<file path="src/rtl/ata_tf_pkg.sv">
package ata_tf_pkg;
  localparam logic [7:0] ST_BSY  = 8'h80;
  localparam logic [7:0] ST_DRDY = 8'h40;
  localparam logic [7:0] ST_DF   = 8'h20;
  localparam logic [7:0] ST_DRQ  = 8'h08;
  localparam logic [7:0] ST_ERR  = 8'h01;

  localparam logic [7:0] OP_IDENT  = 8'hEC;
  localparam logic [7:0] OP_FLUSH  = 8'hE7;
  localparam logic [7:0] OP_DMA_RD = 8'hC8;
  localparam logic [7:0] OP_DMA_WR = 8'hCA;

  localparam logic [2:0] OFS_DATA  = 3'd0;
  localparam logic [2:0] OFS_COUNT = 3'd2;
  localparam logic [2:0] OFS_LBA0  = 3'd3;
  localparam logic [2:0] OFS_DEV   = 3'd6;
  localparam logic [2:0] OFS_CMDST = 3'd7;

  typedef enum logic [1:0] {
    PH_IDLE   = 2'd0,
    PH_PIO_IN = 2'd1,
    PH_FLUSH  = 2'd2,
    PH_DMA    = 2'd3
  } phase_e;
endpackage

</file>
<file path="src/rtl/ata_tf_regs.sv">
module ata_tf_regs
  import ata_tf_pkg::*;
#(
  parameter int LBA_BYTES = 3,
  localparam int LBA_W = 8 * LBA_BYTES
) (
  input  logic             clk,
  input  logic             rst_n,
  input  logic             wr_en,
  input  logic [2:0]       addr,
  input  logic [7:0]       wdata,
  output logic [7:0]       count,
  output logic [LBA_W-1:0] lba,
  output logic [7:0]       dev
);
  logic [7:0] count_q, count_d;
  logic [7:0] dev_q, dev_d;

  always_comb begin
    count_d = count_q;
    dev_d   = dev_q;
    if (wr_en && addr == OFS_COUNT) count_d = wdata;
    if (wr_en && addr == OFS_DEV)   dev_d   = wdata;
  end

  always_ff @(posedge clk or negedge rst_n) begin
    if (!rst_n) begin
      count_q <= 8'h00;
      dev_q   <= 8'h00;
    end else begin
      count_q <= count_d;
      dev_q   <= dev_d;
    end
  end

  for (genvar g = 0; g < LBA_BYTES; g++) begin : g_lba
    logic [7:0] byte_q, byte_d;
    logic       hit;
    assign hit = wr_en && (addr == OFS_LBA0 + 3'(g));
    always_comb begin
      byte_d = hit ? wdata : byte_q;
    end
    always_ff @(posedge clk or negedge rst_n) begin
      if (!rst_n) byte_q <= 8'h00;
      else        byte_q <= byte_d;
    end
    assign lba[8*g +: 8] = byte_q;
  end

  assign count = count_q;
  assign dev   = dev_q;
endmodule

</file>
<file path="src/rtl/ata_tf_ident.sv">
module ata_tf_ident #(
  parameter int WORDS = 256,
  parameter int SER_CHARS = 20,
  parameter int VER_CHARS = 8,
  parameter logic [8*SER_CHARS-1:0] SERIAL = "UNIT0001            ",
  parameter logic [8*VER_CHARS-1:0] VERSION = "FW 1.00 ",
  parameter logic [31:0] CAPACITY = 32'h0002_0000,
  localparam int IDX_W = $clog2(WORDS),
  localparam int SER_W0 = 10,
  localparam int SER_W1 = SER_W0 + SER_CHARS / 2,
  localparam int VER_W0 = 23,
  localparam int VER_W1 = VER_W0 + VER_CHARS / 2
) (
  input  logic [IDX_W-1:0] idx,
  output logic [15:0]      word
);
  function automatic logic [7:0] ser_ch(input int p);
    return SERIAL[8*(SER_CHARS-1-p) +: 8];
  endfunction

  function automatic logic [7:0] ver_ch(input int p);
    return VERSION[8*(VER_CHARS-1-p) +: 8];
  endfunction

  always_comb begin
    int ix;
    int k;
    ix   = int'(idx);
    k    = 0;
    word = 16'h0000;
    if (ix >= SER_W0 && ix < SER_W1) begin
      k    = ix - SER_W0;
      word = {ser_ch(2*k), ser_ch(2*k+1)};
    end else if (ix >= VER_W0 && ix < VER_W1) begin
      k    = ix - VER_W0;
      word = {ver_ch(2*k), ver_ch(2*k+1)};
    end else begin
      case (ix)
        0:       word = 16'h0040;
        49:      word = 16'h0200;
        60:      word = CAPACITY[15:0];
        61:      word = CAPACITY[31:16];
        85:      word = 16'h0020;
        default: word = 16'h0000;
      endcase
    end
  end
endmodule

</file>
<file path="src/rtl/ata_tf_seq.sv">
module ata_tf_seq
  import ata_tf_pkg::*;
#(
  parameter int FLUSH_CYCLES = 16,
  parameter int WORDS = 256,
  localparam int IDX_W = $clog2(WORDS),
  localparam int CNT_W = $clog2(FLUSH_CYCLES + 1)
) (
  input  logic             clk,
  input  logic             rst_n,
  input  logic             cmd_wr,
  input  logic [7:0]       cmd_code,
  input  logic             data_rd,
  input  logic             status_rd,
  input  logic             flush_done,
  input  logic             dma_done,
  output logic [7:0]       status,
  output logic             irq,
  output logic [IDX_W-1:0] word_idx,
  output phase_e           phase,
  output logic             dma_start,
  output logic             dma_write
);
  phase_e           phase_q, phase_d;
  logic [IDX_W-1:0] idx_q, idx_d;
  logic [CNT_W-1:0] cnt_q, cnt_d;
  logic             err_q, err_d;
  logic             irq_q, irq_d;
  logic             start_q, start_d;
  logic             dir_q, dir_d;
  logic             raise;

  always_comb begin
    phase_d = phase_q;
    idx_d   = idx_q;
    cnt_d   = cnt_q;
    err_d   = err_q;
    dir_d   = dir_q;
    start_d = 1'b0;
    raise   = 1'b0;
    case (phase_q)
      PH_IDLE: begin
        if (cmd_wr) begin
          err_d = 1'b0;
          case (cmd_code)
            OP_IDENT: begin
              phase_d = PH_PIO_IN;
              idx_d   = '0;
              raise   = 1'b1;
            end
            OP_FLUSH: begin
              phase_d = PH_FLUSH;
              cnt_d   = CNT_W'(FLUSH_CYCLES - 1);
            end
            OP_DMA_RD, OP_DMA_WR: begin
              phase_d = PH_DMA;
              start_d = 1'b1;
              dir_d   = (cmd_code == OP_DMA_WR);
            end
            default: begin
              err_d = 1'b1;
              raise = 1'b1;
            end
          endcase
        end
      end
      PH_PIO_IN: begin
        if (data_rd) begin
          if (idx_q == IDX_W'(WORDS - 1)) phase_d = PH_IDLE;
          else                            idx_d   = idx_q + 1'b1;
        end
      end
      PH_FLUSH: begin
        if (flush_done || cnt_q == '0) begin
          phase_d = PH_IDLE;
          raise   = 1'b1;
        end else begin
          cnt_d = cnt_q - 1'b1;
        end
      end
      PH_DMA: begin
        if (dma_done) begin
          phase_d = PH_IDLE;
          raise   = 1'b1;
        end
      end
      default: phase_d = PH_IDLE;
    endcase

    if (raise)          irq_d = 1'b1;
    else if (status_rd) irq_d = 1'b0;
    else                irq_d = irq_q;
  end

  always_ff @(posedge clk or negedge rst_n) begin
    if (!rst_n) begin
      phase_q <= PH_IDLE;
      idx_q   <= '0;
      cnt_q   <= '0;
      err_q   <= 1'b0;
      irq_q   <= 1'b0;
      start_q <= 1'b0;
      dir_q   <= 1'b0;
    end else begin
      phase_q <= phase_d;
      idx_q   <= idx_d;
      cnt_q   <= cnt_d;
      err_q   <= err_d;
      irq_q   <= irq_d;
      start_q <= start_d;
      dir_q   <= dir_d;
    end
  end

  always_comb begin
    case (phase_q)
      PH_PIO_IN:        status = ST_DRDY | ST_DRQ;
      PH_FLUSH, PH_DMA: status = ST_BSY | ST_DRDY;
      default:          status = ST_DRDY | (err_q ? ST_ERR : 8'h00);
    endcase
  end

  assign irq       = irq_q;
  assign word_idx  = idx_q;
  assign phase     = phase_q;
  assign dma_start = start_q;
  assign dma_write = dir_q;
endmodule

</file>
<file path="src/rtl/ata_tf_ctrl.sv">
module ata_tf_ctrl
  import ata_tf_pkg::*;
#(
  parameter int FLUSH_CYCLES = 16,
  parameter int WORDS = 256,
  parameter int SER_CHARS = 20,
  parameter int VER_CHARS = 8,
  parameter logic [8*SER_CHARS-1:0] SERIAL = "UNIT0001            ",
  parameter logic [8*VER_CHARS-1:0] VERSION = "FW 1.00 ",
  parameter logic [31:0] CAPACITY = 32'h0002_0000,
  localparam int IDX_W = $clog2(WORDS)
) (
  input  logic        clk,
  input  logic        rst_n,
  input  logic [2:0]  reg_addr,
  input  logic        reg_wr,
  input  logic        reg_rd,
  input  logic [7:0]  reg_wdata,
  output logic [15:0] reg_rdata,
  input  logic        flush_done,
  input  logic        dma_done,
  output logic        irq,
  output logic        dma_start,
  output logic        dma_write,
  output logic [23:0] dma_lba,
  output logic [7:0]  dma_count
);
  logic [1:0]       rst_sync_q;
  logic             rst_core_n;
  logic [7:0]       st_byte;
  logic [7:0]       dev_byte;
  logic [IDX_W-1:0] word_idx;
  logic [15:0]      id_word;
  phase_e           phase;
  logic             busy;
  logic             tf_wr;
  logic             cmd_wr;
  logic             data_rd;
  logic             status_rd;

  always_ff @(posedge clk or negedge rst_n) begin
    if (!rst_n) rst_sync_q <= 2'b00;
    else        rst_sync_q <= {rst_sync_q[0], 1'b1};
  end
  assign rst_core_n = rst_sync_q[1];

  assign busy      = st_byte[7] | st_byte[3];
  assign tf_wr     = reg_wr && !busy && (reg_addr != OFS_CMDST);
  assign cmd_wr    = reg_wr && (reg_addr == OFS_CMDST);
  assign data_rd   = reg_rd && (reg_addr == OFS_DATA);
  assign status_rd = reg_rd && (reg_addr == OFS_CMDST);

  ata_tf_regs #(.LBA_BYTES(3)) u_regs (
    .clk   (clk),
    .rst_n (rst_core_n),
    .wr_en (tf_wr),
    .addr  (reg_addr),
    .wdata (reg_wdata),
    .count (dma_count),
    .lba   (dma_lba),
    .dev   (dev_byte)
  );

  ata_tf_seq #(.FLUSH_CYCLES(FLUSH_CYCLES), .WORDS(WORDS)) u_seq (
    .clk        (clk),
    .rst_n      (rst_core_n),
    .cmd_wr     (cmd_wr),
    .cmd_code   (reg_wdata),
    .data_rd    (data_rd),
    .status_rd  (status_rd),
    .flush_done (flush_done),
    .dma_done   (dma_done),
    .status     (st_byte),
    .irq        (irq),
    .word_idx   (word_idx),
    .phase      (phase),
    .dma_start  (dma_start),
    .dma_write  (dma_write)
  );

  ata_tf_ident #(
    .WORDS     (WORDS),
    .SER_CHARS (SER_CHARS),
    .VER_CHARS (VER_CHARS),
    .SERIAL    (SERIAL),
    .VERSION   (VERSION),
    .CAPACITY  (CAPACITY)
  ) u_ident (
    .idx  (word_idx),
    .word (id_word)
  );

  always_comb begin
    case (reg_addr)
      3'd0:    reg_rdata = (phase == PH_PIO_IN) ? id_word : 16'h0000;
      3'd2:    reg_rdata = {8'h00, dma_count};
      3'd3:    reg_rdata = {8'h00, dma_lba[7:0]};
      3'd4:    reg_rdata = {8'h00, dma_lba[15:8]};
      3'd5:    reg_rdata = {8'h00, dma_lba[23:16]};
      3'd6:    reg_rdata = {8'h00, dev_byte};
      3'd7:    reg_rdata = {8'h00, st_byte};
      default: reg_rdata = 16'h0000;
    endcase
  end
endmodule


</file>
<file path="config.mk">
export PLATFORM = sky130hd
export DESIGN_NAME = ata_tf_ctrl
export DESIGN_NICKNAME = d
export VERILOG_FILES = /design/src/rtl/ata_tf_pkg.sv /design/src/rtl/ata_tf_regs.sv /design/src/rtl/ata_tf_ident.sv /design/src/rtl/ata_tf_seq.sv /design/src/rtl/ata_tf_ctrl.sv
export SDC_FILE = /design/constraint.sdc
export NUM_CORES = 1
export LEC_CHECK = 0
export BUFFER_PORTS_ARGS = -buffer_cell sky130_fd_sc_hd__buf_2
export CORE_ASPECT_RATIO = 1.75
export CORE_UTILIZATION = 45
export CTS_CLUSTER_SIZE = 8
export DETAILED_ROUTE_END_ITERATION = 6
export PLACE_DENSITY = 0.67
export REMOVE_ABC_BUFFERS = 1
export SLEW_MARGIN = 20
export SYNTH_ARGS = -nofsm -noshare
export SYNTH_HDL_FRONTEND = slang
export SYNTH_SLANG_ARGS = --single-unit
</file>
<file path="constraint.sdc">
create_clock -name clk -period 3.3 [get_ports clk]
set_input_delay 0.33 -clock clk [delete_from_list [all_inputs] [get_ports clk]]
set_output_delay 0.33 -clock clk [all_outputs]
set_load 0.1 [all_outputs]
</file>
**Yosys cells after proc, flatten, opt, wreduce, memory -nomap -nowiden**

Index checks and enable logic that the tools add are counted.

- $add $sub $neg: 10
- Order comparisons: 4
- Eq/ne operators: 28
- Shifts and indexed selects: 4
- Multiplexer cells: 34
- Bitwise gates (word level): 1
- Reduce and logical (&&, ||, !) cells: 30

Operators with widths:

| cell | count |
|---|---|
| $shiftx A160 B32 Y8 const A | 2 |
| $shiftx A64 B32 Y8 const A | 2 |
| $pmux W16 S7 | 1 |
| $add A29 B2 Y29 const B | 2 |
| $sub A4 B29 Y29 const A | 2 |
| $sub A6 B29 Y29 const A | 2 |
| $mux W16 | 3 |
| $eq A8 B8 Y1 const B | 5 |
| $pmux W10 S4 | 1 |
| $mux W8 | 4 |
| $pmux W8 S2 | 2 |
| $eq A8 B6 Y1 const B | 2 |
| $lt A8 B5 Y1 const B | 2 |
| $mux W5 | 3 |
| $ne A2 B2 Y1 const B | 7 |
| $eq A3 B3 Y1 const B | 4 |
| $logic_and A1 B1 Y1 | 12 |
| $mux W1 | 11 |
| $mux W2 | 5 |
| $pmux W5 S2 | 1 |
| $sub A8 B4 Y9 const B | 1 |
| $sub A8 B5 Y9 const B | 1 |
| $add A8 B1 Y8 const B | 1 |
| $eq A8 B7 Y1 const B | 1 |
| 28 further kinds | 34 |

- Flip-flop bits (word level): 61
- Output and inout bits: 51

**Longest topological paths before layout**

- Depth in word-level cells: 8
- Gate-level depth with buffers: 10
- Depth with buffers taken out: 8

**Modules after synthesis**

From an unflattened synthesis, not the netlist that was laid out.

- Cell total of the unflattened synthesis: 385
- Area, all modules: 4,139.0 um^2

By module, submodules not included:

| module | times used | cells each | area an instance (um^2) |
|---|---|---|---|
| ata_tf_regs | 1 | 87 | 1,604.0 |
| ata_tf_seq | 1 | 121 | 1,167.4 |
| ata_tf_ident | 1 | 100 | 734.5 |
| ata_tf_ctrl | 1 | 77 | 633.1 |

**Least setup slack after synthesis**

Ideal clock, no wire load.

- Path kind: register to output
- Start point: register u_seq.idx_q[1] (netlist: u_seq.word_idx[1])
- End point: output port reg_rdata[12]
- Arrival time: 5,034 ps
- Required time: 2,970 ps
- Setup slack: -2,064 ps
- Stages on the path, launching flop included: 9
- Cells stage by stage: dfrtp_1 -> clkbuf_1 -> inv_1 -> ha_1 -> inv_1 -> o211ai_1 -> and2_1 -> or2_2 -> o41ai_1

- Longest elaborated chain between the ends: 7

RTL lines:

| what | RTL line | text |
|---|---|---|
| start, declared | ata_tf_seq.sv:25 | `logic [IDX_W-1:0] idx_q, idx_d;` |
| start signal, assigned | ata_tf_seq.sv:106 | `idx_q <= idx_d;` |
| $sub A8 B5 Y9 | ata_tf_ident.sv:35 | `k = ix - VER_W0;` |
| $sub A4 B29 Y29 | ata_tf_ident.sv:22 | `return VERSION[8*(VER_CHARS-1-p) +: 8];` |
| $shiftx A64 B32 Y8 | ata_tf_ident.sv:22 |  |
| $mux W16 | ata_tf_ident.sv:34 | `end else if (ix >= VER_W0 && ix < VER_W1) begin` |
| $mux W16 * | ata_tf_ident.sv:31 | `if (ix >= SER_W0 && ix < SER_W1) begin` |
| $mux W16 * | ata_tf_ctrl.sv:95 | `3'd0: reg_rdata = (phase == PH_PIO_IN) ? id_word : 16'h0000;` |
| $pmux W16 S7 * | ata_tf_ctrl.sv:94 | `case (reg_addr)` |
| end, declared | ata_tf_ctrl.sv:19 | `output logic [15:0] reg_rdata,` |

Every way passes the cells marked *; elsewhere a longest branch is shown, timed or not.

**Worst setup path in the final report**

- Start point: register u_seq.idx_q[2] (netlist: u_seq.word_idx[2])
- End point: output port reg_rdata[6]

- Longest elaborated chain between the ends: 8

RTL lines:

| what | RTL line | text |
|---|---|---|
| $sub A8 B5 Y9 | ata_tf_ident.sv:35 |  |
| $add A29 B2 Y29 | ata_tf_ident.sv:36 | `word = {ver_ch(2*k), ver_ch(2*k+1)};` |
| $sub A4 B29 Y29 | ata_tf_ident.sv:22 |  |
| $shiftx A64 B32 Y8 | ata_tf_ident.sv:22 |  |
| $mux W16 | ata_tf_ident.sv:34 |  |
| $mux W16 * | ata_tf_ident.sv:31 |  |
| $mux W16 * | ata_tf_ctrl.sv:95 |  |
| $pmux W16 S7 * | ata_tf_ctrl.sv:94 |  |

Marked as above.

==> results.cfg <==
[worst_setup_path]
cp.required_ns = 2.97
critPathArrivalTime_ns = 2.80
critical_path.startpoint = u_seq.word_idx[2]
worstSetupEndpointType = output pin
critPathMaxFanout = 14
startpoint_type = flip-flop
r2r-start = u_seq.word_idx[1]
criticalPathCategory = reg2out

[die]
rows = 44
die_area_sq_um = 9130
fp.dieH_um = 126
initial_core_util_pct = 47.0
core_area_sq_um = 8370
fp.dieW_um = 72.6
ios = 68

[timing]
worst_pin_slew_ns = 0.613
finalSetupViolations = 0
report.final.slew_viol_count = 0
hold_viol_final = 0
rsz0062_at_grt = no
period_minus_slack_ns = 3.13
max_freq_mhz = 319
period_share_pct = 94.9
hold_ws_ns = 0.236
finalSetupTns_ns = 0
fin_skew_ns = 0.00585
slew_headroom_pct = 59.1

[run_status]
status = finished clean

[yosys]
synth_compound_area_share_pct = 16.4
syn_avg_cell_area_sq_um = 9.54
synth-xor-area-share_pct = 2.23
synthCells = 412
ys_types = 67
ys.warnings.count = 0
synthAdderAreaFrac_pct = 2.87
synth_area_sq_um = 3930
synth_edf_count = 0
synthMuxAreaShare_pct = 16.2
synth_commonest_cells = 61 x dfrtp_1, 52 x mux2_2, 40 x nand2_1
synthTopCellsByArea = dfrtp_1 39%, mux2_2 15%, nand2_1 3.8%, ha_1 2.9%, o21ai_0 2.8%
yosysTopAreaCellShare_pct = 38.8
ys_seq_elements = 61
synth_top_family_by_area = simple AND/OR/NAND/NOR gates
async_reset_ff_share_pct = 100
synth_most_common_cell = dfrtp_1
synth_top_cell_by_area = dfrtp_1
ys.flop_type = dfrtp_1
ys_seq_area_share_pct = 38.8
synth_simple_gate_area_share_pct = 19.5

[pwr]
p_clk_share_pct = 22.4
irDropWorstVdd_v = 0.000750
power_density_nw_per_um2 = 896
p_int_w = 0.00215
switching_power_w = 0.00230
switching_share_pct = 51.7
comb_power_share_pct = 52.2
leakagePower_nw = 2.17
seqPwrFrac_pct = 25.4

[clock_tree]
insertion_delay_ns = 0.33
numCtsBuffers = 9
htree_levels = 3
clkSinkCount = 61
clk_pin_slew_ns = 0.06
clockBufferDepth = 2
cts_tree = done
cts_root_buf = clkbuf_16

[layout]
fill_cells = 762
regArea_sq_um = 1530
antenna_cells = 0
drive_gt1_share_pct = 35.1
multiInputGateArea_sq_um = 2270
area_growth_pct = 26.6
fin_nets = 511
fin_cells = 605

[detailed_routing]
dr.pass1.iters = 4
wl_per_cell_um = 18.8
route.detailed.drc = 0
routed-via-count = 3531
antenna_left = 0
drtIter0Drc = 225
drt_wl_total_mm = 11.4
via_per_inst = 5.84

[global_routing]
grt_pass1_vias = 3656
grt_use_total_pct = 26.9
grt_pass1_wl_mm = 18.6
grt_remaining_overflow = 0
grt_max_degree = 48
antenna_found_initial = 0

[placement]
dp.cells = 588
port_buffers = 66
dp_hpwl_mm = 8.64
gp_congestion = 0.964

[worst_hold_path]
hold_class = in2reg
holdCritStartpoint = dma_done

[job]
max-cap-violations = 0
metal layers:
metal	track usage, %	routed length [um]
met1	29.0	4140
met2	47.6	6200
met3	4.00	440
met4	17.4	601
met5	0	0
area by class of cell:
| type | count | area share, % |
|---|---|---|
| clock buffer | 10 | 4.60 |
| clock inverter | 6 | 1.76 |
| inverter | 10 | 0.780 |
| multi-input combinational | 316 | 45.7 |
| sequential | 61 | 30.8 |
| tap | 115 | 2.89 |
| timing repair buffer | 87 | 13.4 |
power by group through the flow:
stage	combinational, W	sequential, W	clock [W]
final	0.00233	0.00113	0.000998
after global routing	0.00240	0.00116	0.00103
after CTS	0.00233	0.00113	0.00101
after detailed placement	0.00232	0.00113	0
after global placement	0.00230	0.00112	0
after floorplan	0.000673	0.00226	0
per-stage QoR:
step           cell area (sq um)  setup WS [ns]  util, %  total power [W]
6_report                    4970          0.168     59.4          0.00446
5_1_grt                     4970        0.00312     59.4          0.00460
4_1_cts                     4940         0.0250     59.0          0.00446
3_5_place_dp                4610          0.204     55.1          0.00345
3_3_place_gp                4610          0.169     55.1          0.00343
2_1_floorplan               3820          -2.07        -          0.00294
critical path, cell delays in order (launching register included):
cell and delay [ns]:
dfrtp_1 0.35, buf_4 0.20, ha_1 0.21, and2_1 0.18
nand3_1 0.11, buf_4 0.14, a2111o_1 0.47, a31oi_1 0.22
a21o_1 0.15, buf_2 0.42
final timing paths:
path | end | slack [ns] | cells after the start
setup / recovery | reg_rdata[6] | 0.17 | 9
hold / removal | u_seq.phase[1] | 0.24 | 2
setup reg to reg | u_seq.word_idx[4] | 0.91 | 10
hold reg to reg | u_regs.dev[6] | 0.34 | 0
max in group asynchronous | u_seq.word_idx[3] | 2.32 | 1
min in group asynchronous | rst_sync_q[1] | 0.30 | 2
sequential cells by signal, indices dropped and copies added, names as in the netlist:
name and cells:
u_seq.word_idx 8, u_seq.irq 1, rst_sync_q 2, u_regs.count 8
u_seq.dma_start 1, u_seq.phase 2, u_regs.g_lba.byte_q 24, u_seq.dma_write 1
u_regs.dev 8, u_seq.err_q 1, u_seq.cnt_q 5
layout by cell type, fill, tap and decap left out, drive strengths merged, types with 4 or more instances in the layout:
cell type and count:
a21oi 12, o21a 4, nor3 10, nand2 40, buf 84, nand3 12
a22o 4, nor2 26, nand4 6, mux2 52, and2 7, nor2b 12
xnor2 8, nand2b 5, o21ai 23, o211ai 4, a222oi 4, ha 9
dfrtp 61, clkinv 5, inv 9, a22oi 5, and3 4, a211oi 4
a31oi 4, clkbuf 12, o31ai 7, or4 5
what timing repair did:
item,in CTS,in global routing
hold buffers,1,0
pin swaps,0,1
hold endpoints to repair,2,0
buffers inserted,0,0
resized for setup,1,14
endpoints found under the setup margin,6,9
logic make-up (layout without fill, tap and decap cells):
logic type | after synthesis | count (layout)
and+or+nand+nor | 146 | 146
AOI/OAI and AO/OA | 93 | 93
DFF | 61 | 61
muxes | 56 | 56
buffers and inverters | 35 | 113
xor gates and xnor gates | 10 | 10
adders and majority gates | 9 | 9
other | 2 | 2
No activity file was read; power rests on OpenSTA's default activity.
